## src/rtl/isi_bbpd_pkg.sv

```systemverilog
// Shared types for the ISI-filtering phase detector.
// Assumes nothing beyond the synthesizable subset.
package isi_bbpd_pkg;

    // Result of judging one bit-to-bit pair.
    typedef struct packed {
        logic trans;   // the two bits differ
        logic valid;   // the pair takes part in the vote
        logic early;   // edge sample matched the later bit
        logic late;    // edge sample matched the earlier bit
    } lane_vote_t;

endpackage

```

## src/rtl/isi_bbpd_hist.sv

```systemverilog
// Word history for the phase detector.
// Holds the previous word of every sample stream, and the last data bit of
// the word before it. It presents an extended data window that runs from
// bit -1 of the held word up to bit W+1 (bits 0 and 1 of the live word).
// Assumes W >= 2 and one word per clock.
module isi_bbpd_hist #(
    parameter int W = 64
) (
    input  logic           clk,
    input  logic           rst_n,
    input  logic [W-1:0]   dat_i,
    input  logic [W-1:0]   edg_i,
    input  logic [W-1:0]   thp_i,
    input  logic [W-1:0]   thn_i,
    output logic [W+2:0]   win_d,
    output logic [W+1:1]   win_p,
    output logic [W+1:1]   win_n,
    output logic [W-1:0]   win_e
);

    logic [W-1:0] held_d;
    logic [W-1:0] held_e;
    logic [W-1:0] held_p;
    logic [W-1:0] held_n;
    logic         tail_d;

    // Capture the live word and keep the last data bit of the displaced word.
    always_ff @(posedge clk) begin
        if (!rst_n) begin
            held_d <= '0;
            held_e <= '0;
            held_p <= '0;
            held_n <= '0;
            tail_d <= 1'b0;
        end else begin
            held_d <= dat_i;
            held_e <= edg_i;
            held_p <= thp_i;
            held_n <= thn_i;
            tail_d <= held_d[W-1];
        end
    end

    // Window index j holds bit j-1 of the held word.
    assign win_d = {dat_i[1:0], held_d, tail_d};
    assign win_p = {thp_i[0], held_p};
    assign win_n = {thn_i[0], held_n};
    assign win_e = held_e;

endmodule

```

## src/rtl/isi_bbpd_lane.sv

```systemverilog
// Judges one bit-to-bit pair.
// Inputs are the bit before the pair (lb), the pair (a then b), the bit
// after it (la), the offset-threshold decisions on a and b, and the edge
// sample between a and b. Purely combinational.
module isi_bbpd_lane
    import isi_bbpd_pkg::*;
(
    input  logic       lb,
    input  logic       a,
    input  logic       b,
    input  logic       la,
    input  logic       pa,
    input  logic       na,
    input  logic       pb,
    input  logic       nb,
    input  logic       e,
    input  logic       filt,
    output lane_vote_t v
);

    logic runs_ok;
    logic lvl_ok;

    // Decide whether the pair votes and in which direction.
    always_comb begin
        runs_ok = (lb == a) && (la == b);
        lvl_ok  = (pa == a) && (na == a) && (pb == b) && (nb == b);
        v.trans = a ^ b;
        v.valid = v.trans && (!filt || (runs_ok && lvl_ok));
        v.early = v.valid && (e == b);
        v.late  = v.valid && (e == a);
    end

endmodule

```

## src/rtl/isi_bbpd_tally.sv

```systemverilog
// Sums the per-pair votes of one word.
// Produces early-minus-late as a signed value and the number of voting
// pairs. Assumes SUM_W >= CNT_W + 1.
module isi_bbpd_tally
    import isi_bbpd_pkg::*;
#(
    parameter  int W     = 64,
    localparam int SUM_W = $clog2(W) + 2,
    localparam int CNT_W = $clog2(W + 1)
) (
    input  lane_vote_t [W-1:0]      lv,
    output logic signed [SUM_W-1:0] sum,
    output logic [CNT_W-1:0]        cnt
);

    logic [CNT_W-1:0]     n_early;
    logic [CNT_W-1:0]     n_late;
    logic signed [CNT_W:0] diff;

    // Population counts of early, late and voting pairs, then the net sum.
    always_comb begin
        n_early = '0;
        n_late  = '0;
        cnt     = '0;
        for (int i = 0; i < W; i++) begin
            n_early = n_early + CNT_W'(lv[i].early);
            n_late  = n_late  + CNT_W'(lv[i].late);
            cnt     = cnt     + CNT_W'(lv[i].valid);
        end
        diff = $signed({1'b0, n_early}) - $signed({1'b0, n_late});
        sum  = SUM_W'(diff);
    end

endmodule

```

## src/rtl/isi_bbpd.sv

```systemverilog
// ISI-filtering bang-bang phase detector, top level.
// Each word is judged once the next word arrives, so that the two look-ahead
// bits exist. The registered outputs carry the result for the previous word.
// Assumes W >= 2, bit 0 is the earliest bit and edg_i[n] is sampled
// between bit n and bit n+1.
module isi_bbpd
    import isi_bbpd_pkg::*;
#(
    parameter  int W     = 64,
    localparam int SUM_W = $clog2(W) + 2,
    localparam int CNT_W = $clog2(W + 1)
) (
    input  logic                    clk,
    input  logic                    rst_n,
    input  logic                    filt_en,
    input  logic [W-1:0]            dat_i,
    input  logic [W-1:0]            edg_i,
    input  logic [W-1:0]            thp_i,
    input  logic [W-1:0]            thn_i,
    output logic signed [SUM_W-1:0] vote_o,
    output logic [CNT_W-1:0]        nval_o
);

    logic [W+2:0]        win_d;
    logic [W+1:1]        win_p;
    logic [W+1:1]        win_n;
    logic [W-1:0]        win_e;
    lane_vote_t [W-1:0]  lv;
    logic [W-1:0]        trans_v;
    logic [W-1:0]        valid_v;
    logic signed [SUM_W-1:0] sum_c;
    logic [CNT_W-1:0]    cnt_c;

    isi_bbpd_hist #(.W(W)) u_hist (
        .clk   (clk),
        .rst_n (rst_n),
        .dat_i (dat_i),
        .edg_i (edg_i),
        .thp_i (thp_i),
        .thn_i (thn_i),
        .win_d (win_d),
        .win_p (win_p),
        .win_n (win_n),
        .win_e (win_e)
    );

    // One judge per pair of the held word; pair i joins bit i and bit i+1.
    for (genvar i = 0; i < W; i++) begin : g_lane
        isi_bbpd_lane u_lane (
            .lb   (win_d[i]),
            .a    (win_d[i+1]),
            .b    (win_d[i+2]),
            .la   (win_d[i+3]),
            .pa   (win_p[i+1]),
            .na   (win_n[i+1]),
            .pb   (win_p[i+2]),
            .nb   (win_n[i+2]),
            .e    (win_e[i]),
            .filt (filt_en),
            .v    (lv[i])
        );
        assign trans_v[i] = lv[i].trans;
        assign valid_v[i] = lv[i].valid;
    end

    isi_bbpd_tally #(.W(W)) u_tally (
        .lv  (lv),
        .sum (sum_c),
        .cnt (cnt_c)
    );

    // Register the word result for the loop filter.
    always_ff @(posedge clk) begin
        if (!rst_n) begin
            vote_o <= '0;
            nval_o <= '0;
        end else begin
            vote_o <= sum_c;
            nval_o <= cnt_c;
        end
    end

endmodule

```

## config.mk

```make
export PLATFORM = sky130hd
export DESIGN_NAME = isi_bbpd
export DESIGN_NICKNAME = d
export VERILOG_FILES = /design/src/rtl/isi_bbpd_pkg.sv /design/src/rtl/isi_bbpd_hist.sv /design/src/rtl/isi_bbpd_lane.sv /design/src/rtl/isi_bbpd_tally.sv /design/src/rtl/isi_bbpd.sv
export SDC_FILE = /design/constraint.sdc
export NUM_CORES = 1
export LEC_CHECK = 0
export BUFFER_PORTS_ARGS = -buffer_cell sky130_fd_sc_hd__buf_2
export CAP_MARGIN = 20
export CORE_MARGIN = 2
export CORE_UTILIZATION = 53
export DETAILED_ROUTE_END_ITERATION = 10
export PLACE_DENSITY = 0.78
export SYNTH_ARGS = -nofsm -noshare
export SYNTH_HDL_FRONTEND = slang
export SYNTH_SLANG_ARGS = --single-unit
```

## constraint.sdc

```tcl
create_clock -name clk -period 7.86 [get_ports clk]
set_clock_uncertainty 0.05 [all_clocks]
set_input_delay 0.393 -clock clk [delete_from_list [all_inputs] [get_ports clk]]
set_output_delay 0.393 -clock clk [all_outputs]
set_load 0.03 [all_outputs]
```

# Yosys cells after proc, flatten, opt, wreduce, memory -nomap -nowiden
# Index checks and enable logic that the tools add are counted.
[classes]
n_bitwise = 64
add_sub_neg = 190
reduce_logical = 577
n_eq_ne = 386
[op_table]
columns = ["cell", "count"]
rows = [
  ["$add 7x1->7", 186],
  ["$logic_and 1x1->1", 512],
  ["$eq 1x1->1", 386],
  ["$logic_or 1x1->1", 64],
  ["$xor 1x1->1", 64],
  ["$sub 7x7->8", 1],
  ["$add 1x1->2", 3],
  ["$logic_not 1->1", 1],
]
[totals]
output_inout_bits = 15
input_bits = 259
register_bits = 272
wordCells = 1224

# Logic depth before layout (Yosys ltp)
# Gate-level depths: netlist of run 1.
[depth]
ltp_word = 72
mapped_depth = 31
depth_no_buf = 29

# Cells and area by module
# From an unflattened synthesis of run 1, not the netlist that was laid out.
[hier_totals]
cells_unflattened = 2052
hier_area_um2 = 19588.8
[by_module_without_submodules]
columns = ["mod", "seq_area_each_um2", "n_inst", "area_per_inst_um2", "cells_each"]
rows = [
  ["isi_bbpd_lane", 0.0, 64, 110.1, 15],
  ["isi_bbpd_hist", 5144.9, 1, 6932.9, 547],
  ["isi_bbpd_tally", 0.0, 1, 5190.0, 514],
  ["isi_bbpd", 300.3, 1, 419.2, 31],
]

# Worst setup path after synthesis of run 1
# Ideal clock, no wire load.
[synth_path]
path_kind = "register -> register"
from = "reg u_hist.held_d[36]"
to = "reg vote_o[6]"
synth_period_minus_slack_ns = 8.074
t_arrival_ns = 7.960
setup_slack_ns = -0.214
path_buffers = 1
required_time_ns = 7.746
setup_time_ns = 0.064
path_stages_with_launch = 29
cell_sequence = "dfxtp_1 buf_6 or4_4 a22oi_2 nand2_1 a21o_1 fa_1 inv_1 fa_1 inv_1 fa_1 inv_1 fa_1 inv_1 fa_1 fa_1 fa_1 inv_1 fa_1 fa_1 fa_1 a21o_1 a21oi_1 xnor2_1 ha_1 o21ai_0 nor2_1 or4_1 nand4_1"
[synth_between]
elab_chain_len = 37
word_cells_on_any_way = 100
cone_classes = "61 x add/sub; 8 x eq/ne; 2 x bitwise; 29 x reduce/logical"
[synth_rtl]
columns = ["element", "line", "source"]
rows = [
  ["from (decl)", "isi_bbpd_hist.sv:21", "logic [W-1:0] held_d;"],
  ["from (signal assigned)", "isi_bbpd_hist.sv:36", "held_d <= dat_i;"],
  ["$eq 1x1->1 (on tied branches)", "isi_bbpd_lane.sv:26, isi_bbpd_lane.sv:27", ""],
  ["$logic_and 1x1->1 (on tied branches)", "isi_bbpd_lane.sv:26, isi_bbpd_lane.sv:27", ""],
  ["$logic_and 1x1->1 (on tied branches)", "isi_bbpd_lane.sv:29, isi_bbpd_lane.sv:27", ""],
  ["$logic_or 1x1->1 (tied with other cells)", "isi_bbpd_lane.sv:29", "v.valid = v.trans && (!filt || (runs_ok && lvl_ok));"],
  ["$logic_and 1x1->1 / $logic_or 1x1->1 (equally long branches)", "isi_bbpd_lane.sv:29", ""],
  ["$logic_and 1x1->1 (tied with other cells)", "isi_bbpd_lane.sv:30", "v.early = v.valid && (e == b);"],
  ["$add 7x1->7 (tied with other cells) (2 in a row)", "isi_bbpd_tally.sv:26", "n_early = n_early + CNT_W'(lv[i].early);"],
  ["$add 7x1->7 (on tied branches) (28 in a row)", "isi_bbpd_tally.sv:26, isi_bbpd_tally.sv:27", ""],
  ["$sub 7x7->8 (*)", "isi_bbpd_tally.sv:30", "diff = $signed({1'b0, n_early}) - $signed({1'b0, n_late});"],
  ["to (signal assigned)", "isi_bbpd.sv:78", "vote_o <= sum_c;"],
  ["to (decl)", "isi_bbpd.sv:20", "output logic signed [SUM_W-1:0] vote_o,"],
]
# Every way passes the cells marked *; elsewhere a longest branch is shown, timed or not.
# A chain may end at the register's enable or synchronous reset.

# Worst setup path after layout of run 1
# Ends and elaborated chain as after synthesis.

==> results.json, run 1 <==
{
  "rsz0062_at_grt": "true",
  "cts_root_buf": "clkbuf_16",
  "drc": 0,
  "cts_tree": "yes",
  "setup_slack_ns": -0.0322,
  "maxSlewHeadroom_pct": 37.4,
  "leakage_nw": 11.3,
  "period_needed_ns": 7.89,
  "synth_flop_cell": "dfxtp_1",
  "ys_ff_latch": 272,
  "rows": 69,
  "grt-ovfl-total": 0,
  "grt_pass1_vias": 17500,
  "reg2reg_from": "u_hist.held_d[36]",
  "yosys.area.top_type_share_pct": 28.5,
  "period_share_pct": 100,
  "path_max_fanout": 4,
  "cp-start-kind": "flip-flop",
  "io_buffers": 273,
  "crit_start": "u_hist.held_d[36]",
  "path_clk_slew_ns": 0.07,
  "drt-total-wl_um": 55100,
  "gp_congestion": 0.900,
  "clockBufferDepth": 3,
  "vias_per_cell": 5.38,
  "critPathKind": "flip-flop to flip-flop",
  "fp.dieW_um": 194,
  "syn_area_mm2": 0.0191,
  "ys_seq_area_share_pct": 28.5,
  "cp-end-kind": "flip-flop",
  "synth_cells": 2197,
  "violations": "setup timing",
  "place_hpwl_um": 39600,
  "synthArstFlopShare_pct": 0,
  "cts-htree-levels": 1,
  "status": "complete, but fails checks",
  "die-area_mm2": 0.0375,
  "synthTopCellsByCount": "281 x and2_1, 272 x dfxtp_1, 163 x fa_1, 163 x inv_1, 158 x nand2_1",
  "final_max_slew_viol_count": 0,
  "ys_warn_count": 0,
  "grt_start_max_net_pins": 143,
  "yosys-top-cells-area": "dfxtp_1 29%, fa_1 17%, and2_1 9.2%, ha_1 3.6%, inv_1 3.2%",
  "synth.most_common_cell": "and2_1",
  "tightest_slew_ns": 0.939,
  "gr-usage-all-layers_pct": 29.0,
  "drt_pass1_iterations": 5,
  "antenna_found_initial": 0,
  "finalSetupViolCount": 1,
  "ys_types": 61,
  "dr_total_vias": 17300,
  "power.density_mw_per_mm2": 439,
  "critPathRequiredTime_ns": 8.32,
  "antenna_cells": 0,
  "arrival_ns": 8.35,
  "wl_per_cell_um": 17.2,
  "hold_path_end": "u_hist.win_e[53]",
  "min_path_cells": 2,
  "cts_buffers": 27,
  "layout.nets": 3204,
  "synth_edf_count": 0,
  "drt_iter0_markers": 796,
  "maxCapViolCount": 0,
  "io_pins": 274,
  "clock-sinks": 272,
  "hp-class": "primary input to flip-flop",
  "final_core_util_pct": 69.7,
  "clock_latency_ns": 0.57,
  "grt_first_pass_wirelength_um": 88100,
  "setup_tns_ns": -0.0322,
  "max_freq_ghz": 0.127,
  "yosys.area.top_type": "dfxtp_1",
  "drt.antenna.violating_nets": 0,
  "reg2reg_setup_slack_ns": -0.03,
  "initial_core_util_pct": 53.8,
  "reg2reg_depth": 27,
  "syn_nets": 2674,
  "die_y_um": 194,
  "core_mm2": 0.0355,
  "peakVddDrop_v": 0.00114,
  "finalHoldViolations": 0,
  "worstHoldStart": "edg_i[53]",
  "r2r-end": "vote_o[6]",
  "drive_above_1_share_pct": 19.8,
  "syn_avg_cell_area_um2": 8.69,
  "syn2layout_area_growth_pct": 29.6
}
==> cell usage in the layout (no fill, tap or decap), types with 19 or more instances in the layout <==
| cell | count |
|---|---|
| o22ai_1 | 35 |
| xor2_1 | 21 |
| nand4_1 | 31 |
| and4_1 | 31 |
| dlygate4sd3_1 | 215 |
| a21oi_1 | 85 |
| xnor2_1 | 19 |
| clkbuf_16 | 27 |
| and3_1 | 42 |
| and2_1 | 281 |
| a31oi_1 | 26 |
| buf_2 | 272 |
| nand2_1 | 154 |
| nor2_1 | 150 |
| mux2i_1 | 30 |
| o21ai_0 | 84 |
| fa_1 | 157 |
| ha_1 | 54 |
| buf_4 | 133 |
| dfxtp_1 | 268 |
| nor2b_1 | 45 |
| inv_1 | 153 |
| nor3_1 | 20 |
| nand2b_1 | 44 |
| mux2_2 | 20 |
| nor4_1 | 67 |
==> worst max-delay path by stage <==
stage                      to
floorplan           vote_o[6]
global placement    vote_o[6]
detailed placement  vote_o[6]
CTS                 vote_o[6]
global route        vote_o[6]
finish              vote_o[6]
==> worst max-delay path, stage by stage, from the launching register on <==
cell and delay (ns):
dfxtp_2 0.32, or4_4 0.53, a22oi_2 0.19, nand2_1 0.10
a21o_1 0.21, fa_1 0.55, inv_2 0.04, fa_1 0.55
inv_2 0.04, fa_1 0.50, inv_2 0.04, fa_1 0.48
inv_1 0.05, fa_1 0.54, fa_1 0.45, fa_1 0.51
inv_2 0.04, fa_1 0.50, fa_2 0.38, fa_2 0.35
a21o_1 0.17, a21oi_2 0.19, o21bai_1 0.12, a21oi_2 0.19
ha_4 0.15, inv_2 0.04, or4_1 0.51, nand4_1 0.08
==> per-layer routing <==
metal / track usage, % / vias up / part of all wire [%]
li1: - / 8491 / -
met4: 8.71 / 0 / 3.5
met5: 0 / - / 0
met3: 3.98 / 120 / 4.4
met1: 35.0 / 8188 / 41
met2: 53.3 / 452 / 51
==> report_power, final <==
part	leakage (nW)	switching, mW	total (mW)	internal (mW)
sequential	2.27	0.0835	1.62	1.54
combinational	8.66	4.23	8.00	3.77
clock	0.402	0.547	1.23	0.684
total	11.3	4.86	10.9	5.99
==> stage by stage <==
step / hold WS [ns] / std cells / worst slack (ns) / instance area [um2] / power [mW]
after CTS: 0.000282 / 3202 / -0.147 / 24600 / 10.1
final: 0.00710 / 3206 / -0.0322 / 24700 / 10.9
after detailed placement: 0.519 / 2939 / -0.263 / 21600 / 8.51
after global placement: 0.521 / 2939 / -0.156 / 21600 / 8.38
after global routing: 0.00754 / 3206 / -0.312 / 24700 / 11.9
after floorplan: 0.465 / 2197 / 0.000376 / 19100 / 6.49
==> timing repair <==
action	CTS	global route
hold endpoints to repair	213	2
pin swaps	31	55
buffers inserted	5	2
endpoints found under the setup margin	5	8
resized for setup	17	42
hold buffers	213	2
gates cloned	0	0
==> final cells by class <==
type / count / area [um2]
Clock inverter: 11 / 92.6
Clock buffer: 36 / 729
Tap cell: 461 / 577
Timing Repair Buffer: 625 / 4590
Sequential cell: 272 / 5450
Inverter: 163 / 612
Multi-Input combinational cell: 1638 / 12700
Fill cell: 2625 / 10700
==> sequential cells by signal, summed over array words and instances, names as in the netlist <==
| register | cells |
|---|---|
| nval_o | 7 |
| u_hist.held_d | 64 |
| u_hist.held_n | 64 |
| u_hist.held_p | 64 |
| u_hist.tail_d | 1 |
| u_hist.win_e | 64 |
| vote_o | 8 |
==> logic make-up after synthesis <==
group	synth area share [%]
AOI/OAI and AO/OA	10.6
xor gates and xnor gates	1.93
adders and majority gates	20.7
buffers and inverters	5.95
DFF	28.5
muxes	2.75
and+or+nand+nor	29.5
(Power assumes the default switching activity.)
==> run 2, diff against run 1 <==
--- a/config.mk
+++ b/config.mk
@@ -10,7 +10,9 @@
 export CORE_MARGIN = 2
 export CORE_UTILIZATION = 53
 export DETAILED_ROUTE_END_ITERATION = 10
+export HOLD_SLACK_MARGIN = 0.05
 export PLACE_DENSITY = 0.78
+export SETUP_SLACK_MARGIN = 0.5
 export SYNTH_ARGS = -nofsm -noshare
 export SYNTH_HDL_FRONTEND = slang
 export SYNTH_SLANG_ARGS = --single-unit
==> run 2 against run 1 <==
  * The flow now finishes without violations
  * Sequential power about the same
  * First-iteration DRC count increased by 30%
  * Die area unchanged
  * Final area increased by 0.69%
  * Power increased by 7.1%
  * Critical endpoint unchanged
  * Highest routed layer unchanged
==> results.json, run 2 (synthesis results as in run 1) <==
{
  "status": "completed",
  "max_freq_ghz": 0.128,
  "tightest_slew_ns": 0.889,
  "setup_tns_ns": 0,
  "drc": 0,
  "setup_slack_ns": 0.0515,
  "die-area_mm2": 0.0375,
  "dpl_cell_area_mm2": 0.0212,
  "drt-total-wl_um": 57100,
  "rows": 69,
  "dr_total_vias": 17400,
  "die_y_um": 194,
  "mostFrequentLayoutCell": "and2_1",
  "grt_start_max_net_pins": 184,
  "drt_pass1_iterations": 5,
  "power.density_mw_per_mm2": 467,
  "drt_iter0_markers": 1035,
  "finalSetupViolCount": 0,
  "critPathKind": "flip-flop to flip-flop",
  "cp-end-kind": "flip-flop",
  "final_max_slew_viol_count": 0,
  "rsz0062_at_grt": "true",
  "cts_root_buf": "clkbuf_16",
  "layout.nets": 3193,
  "arrival_ns": 8.26,
  "place_hpwl_um": 39000,
  "maxSlewHeadroom_pct": 40.7,
  "period_share_pct": 99.3,
  "cp-start-kind": "flip-flop",
  "io_pins": 274,
  "clock_latency_ns": 0.56,
  "leakage_nw": 11.3,
  "gr-usage-all-layers_pct": 29.6,
  "initial_core_util_pct": 53.8,
  "cts_tree": "yes",
  "critPathRequiredTime_ns": 8.31,
  "gp_congestion": 0.920,
  "vias_per_cell": 5.45,
  "stdcell_area_mm2": 0.0249,
  "clock-sinks": 272,
  "finalHoldViolations": 0,
  "grt-ovfl-total": 0,
  "fp.dieW_um": 194,
  "wl_per_cell_um": 17.9,
  "syn2layout_area_growth_pct": 30.5,
  "antenna_found_initial": 3,
  "hp-class": "primary input to flip-flop",
  "drive_above_1_share_pct": 19.3,
  "cts-htree-levels": 1,
  "place_ws_ns": 0.0316,
  "final_core_util_pct": 70.2,
  "mostFrequentLayoutCells": "280 x and2_1, 272 x buf_2, 260 x dfxtp_1, 255 x dlygate4sd3_1, 156 x nand2_1",
  "cts_buffers": 27,
  "io_buffers": 273,
  "power_mw": 11.6,
  "drt.antenna.violating_nets": 0,
  "core_mm2": 0.0355,
  "maxCapViolCount": 0,
  "path_clk_slew_ns": 0.07,
  "path_max_fanout": 4,
  "clockBufferDepth": 3,
  "period_needed_ns": 7.81,
  "peakVddDrop_v": 0.000994,
  "grt_pass1_vias": 17400,
  "grt_first_pass_wirelength_um": 89100
}
-- run 2: per-layer routing --
layer  wire length (um)  up-vias  GRT usage [%]  part of all wire (%)
met2              28200      537           51.8                    49
met5                  0        -              0                     0
li1                   -     8464              -                     -
met4               1700        0           9.05                   3.0
met1              23700     8304           37.2                    42
met3               3520      110           5.31                   6.2
-- run 2: path summary, 6_finish.rpt --
kind / from / cells after the start / slack (ns) / endpoint
worst max-delay path: u_hist.held_d[19] / 27 / 0.05 / vote_o[6]
worst min-delay path: dat_i[0] / 2 / 0.11 / u_hist.held_d[0]
worst max register to register: u_hist.held_d[19] / 27 / 0.05 / vote_o[6]
worst min register to register: u_hist.held_d[63] / 1 / 0.68 / u_hist.tail_d
-- run 2: critical path, stage by stage (launching register included) --
cell and delay (ns):
dfxtp_2 0.32, or4_4 0.53, a22oi_2 0.24, nand2b_4 0.18, buf_6 0.10, nand3_4 0.07, fa_1 0.51, inv_2 0.05
fa_1 0.49, inv_2 0.05, fa_1 0.58, fa_1 0.45, fa_1 0.58, fa_1 0.44, fa_1 0.50, inv_1 0.05
fa_1 0.46, fa_2 0.36, inv_2 0.07, fa_2 0.20, nor2b_1 0.06, o31a_1 0.25, o21ai_1 0.12, nand2b_1 0.11
ha_4 0.29, inv_2 0.04, or4_1 0.51, nand4_1 0.08
-- run 2: power by group --
group	total, mW	leakage [nW]	internal [mW]	switching (mW)
combinational	8.72	8.58	4.11	4.61
clock	1.28	0.417	0.728	0.548
sequential	1.63	2.27	1.54	0.0929
total	11.6	11.3	6.38	5.26
-- run 2: area by class of cell --
type / instances / area (um2)
Multi-Input combinational cell: 1638 / 12800
Antenna cell: 3 / 7.51
Inverter: 163 / 612
Clock buffer: 34 / 742
Clock inverter: 11 / 113
Timing Repair Buffer: 614 / 4610
Sequential cell: 272 / 5460
Tap cell: 461 / 577
Fill cell: 2548 / 10600
-- run 2: repair_timing --
action	in CTS	in global routing
endpoints found under the setup margin	9	12
hold buffers	255	0
gates resized for setup	28	60
buffers inserted	4	3
pin swaps	25	26
endpoints found under the hold margin	255	0
-- run 2: metrics by stage --
stage               hold slack [ns]  std cells
global route                  0.123       3195
detailed placement            0.551       2886
CTS                          0.0870       3190
floorplan                     0.465       2197
finish                        0.111       3196
global placement              0.546       2886
==> run 3, diff against run 2 <==
--- a/config.mk
+++ b/config.mk
@@ -5,13 +5,13 @@
 export SDC_FILE = /design/constraint.sdc
 export NUM_CORES = 1
 export LEC_CHECK = 0
-export BUFFER_PORTS_ARGS = -buffer_cell sky130_fd_sc_hd__buf_2
+export BUFFER_PORTS_ARGS = -buffer_cell sky130_fd_sc_hd__buf_4
 export CAP_MARGIN = 20
 export CORE_MARGIN = 2
 export CORE_UTILIZATION = 53
 export DETAILED_ROUTE_END_ITERATION = 10
 export HOLD_SLACK_MARGIN = 0.05
-export PLACE_DENSITY = 0.78
+export PLACE_DENSITY = 0.79
 export SETUP_SLACK_MARGIN = 0.5
 export SYNTH_ARGS = -nofsm -noshare
 export SYNTH_HDL_FRONTEND = slang
==> run 3 against run 2 <==
  * The flow now finishes with violations (setup timing)
  * Power rose by 4.5%
  * Register-to-register slack got worse by 0.05 ns
  * Sequential share of layout area fell by 0.81 points
  * Clock power rose by 7%
  * Combinational power rose by 4.9%
  * Largest cell class unchanged
==> results.json, run 3 (synthesis results as in run 1) <==
{
  "initial_core_util_pct": 53.8,
  "r2r-end": "vote_o[6]",
  "maxSlewHeadroom_pct": 35.1,
  "reg2reg_setup_slack_ns": -0.002,
  "reg2reg_depth": 28,
  "gr-usage-all-layers_pct": 30.3,
  "drt-total-wl_um": 57900,
  "place_inst": 2889,
  "core_mm2": 0.0355,
  "cts_tree": "yes",
  "grt_first_pass_wirelength_um": 91100,
  "endpoint": "vote_o[6]",
  "final_core_util_pct": 72.9,
  "status": "complete, but fails checks",
  "violations": "setup timing",
  "drt_pass1_iterations": 5,
  "io_buffers": 273,
  "antenna_found_initial": 4,
  "cp_slowest_cell": "fa_1",
  "reg2reg_from": "u_hist.held_d[52]",
  "cp-start-kind": "flip-flop",
  "clkPwrFrac_pct": 11.3,
  "layout.nets": 3211,
  "maxCapViolCount": 0,
  "drc": 0,
  "p_int_mw": 6.70,
  "path_clk_slew_ns": 0.07,
  "tightest_slew_ns": 0.974,
  "drive_above_1_share_pct": 19.5,
  "cts_root_buf": "clkbuf_16",
  "stdcell_count": 3220,
  "syn2layout_area_growth_pct": 35.5,
  "mostFrequentLayoutCell": "buf_4",
  "fp.dieW_um": 194,
  "critPathKind": "flip-flop to flip-flop",
  "vias_per_cell": 5.44,
  "cts_buffers": 28,
  "period_needed_ns": 7.86,
  "max_freq_ghz": 0.127,
  "clock_latency_ns": 0.56,
  "crit_start": "u_hist.held_d[52]",
  "grt_pass1_vias": 18000,
  "power.density_mw_per_mm2": 470,
  "final_max_slew_viol_count": 0,
  "finalHoldViolations": 0,
  "grt-ovfl-total": 0,
  "die_y_um": 194,
  "grt_start_max_net_pins": 192,
  "p_sw_share_pct": 44.9,
  "period_share_pct": 100,
  "cp_common_cell": "fa_1",
  "p_comb_share_pct": 75.3,
  "rsz0062_at_grt": "true",
  "die-area_mm2": 0.0375,
  "drt_iter0_markers": 930,
  "path_max_fanout": 3,
  "finalSetupViolCount": 1,
  "hp-class": "primary input to flip-flop",
  "arrival_ns": 8.31,
  "rows": 69,
  "cts-htree-levels": 1,
  "setup_slack_ns": -0.00232,
  "drt.antenna.violating_nets": 0,
  "place_hpwl_um": 40000,
  "clock-sinks": 272,
  "mostFrequentLayoutCells": "357 x buf_4, 280 x and2_1, 263 x dfxtp_1, 256 x dlygate4sd3_1, 156 x fa_1",
  "io_pins": 274,
  "dr_total_vias": 17500,
  "critPathRequiredTime_ns": 8.31,
  "gp_congestion": 0.898,
  "p_sw_mw": 5.46,
  "leakage_nw": 11.6,
  "peakVddDrop_v": 0.00128,
  "max_stage_delay_ns": 0.58,
  "clockBufferDepth": 3,
  "cp-end-kind": "flip-flop",
  "hold_ws_ns": 0.442,
  "wl_per_cell_um": 18.0,
  "p_seq_share_pct": 13.4,
  "setup_tns_ns": -0.00232
}
[run 3: what timing repair did]
item | 4_1_cts | 5_1_grt
endpoints found under the hold margin | 256 | 0
setup buffers | 14 | 6
pin swaps | 26 | 15
setup endpoints to repair | 9 | 12
hold buffers | 256 | 0
gates resized for setup | 40 | 45
[run 3: stage by stage]
| step | setup WS (ns) | power (mW) | area (um2) |
|---|---|---|---|
| after global routing | -0.266 | 13.0 | 25900 |
| after CTS | -0.0172 | 11.0 | 25600 |
| after floorplan | 0.328 | 6.49 | 19200 |
| after global placement | 0.0476 | 8.53 | 21900 |
| after detailed placement | -0.0315 | 8.61 | 21900 |
| final | -0.00232 | 12.2 | 25900 |
[run 3: cell type report]
class                      count  area (um2)
inverter                     163         612
antenna                        4        10.0
timing repair buffer         631        5460
clock inverter                15         175
multi-input combinational   1638       12800
sequential                   272        5460
fill                        2396        9610
tap                          461         577
clock buffer                  36         782
[run 3: per-layer routing]
metal  vias up  GRT usage [%]  share of wire [%]
met2       553           53.5                 50
li1       8508              -                  -
met4         0           9.33                3.2
met1      8350           37.3                 41
met5         -              0                  0
met3       117           5.74                5.8
[run 3: worst min-delay path by stage]
stage / from / end / slack (ns) / depth (start not counted)
finish: rst_n / vote_o[5] / 0.44 / 3
global route: rst_n / vote_o[5] / 0.51 / 3
global placement: thn_i[8] / u_hist.held_n[8] / 0.55 / 2
CTS: rst_n / vote_o[5] / 0.41 / 3
floorplan: dat_i[0] / u_hist.held_d[0] / 0.46 / 1
detailed placement: thn_i[8] / u_hist.held_n[8] / 0.55 / 2
[run 3: critical path, delay by kind of cell (launching register included)]
family / cells / cell delay (ns)
compound gates: 4 / 0.75
buf+inv: 7 / 0.34
fa+ha+maj: 11 / 5.00
flops: 1 / 0.33
simple gates: 6 / 1.36
[run 3: power groups by stage]
stage / registers (mW) / logic, mW / clock network [mW]
floorplan: 1.68 / 4.81 / 0
global placement: 1.65 / 6.88 / 0
detailed placement: 1.65 / 6.96 / 0
CTS: 1.62 / 8.01 / 1.39
global route: 1.64 / 9.94 / 1.45
finish: 1.63 / 9.15 / 1.37
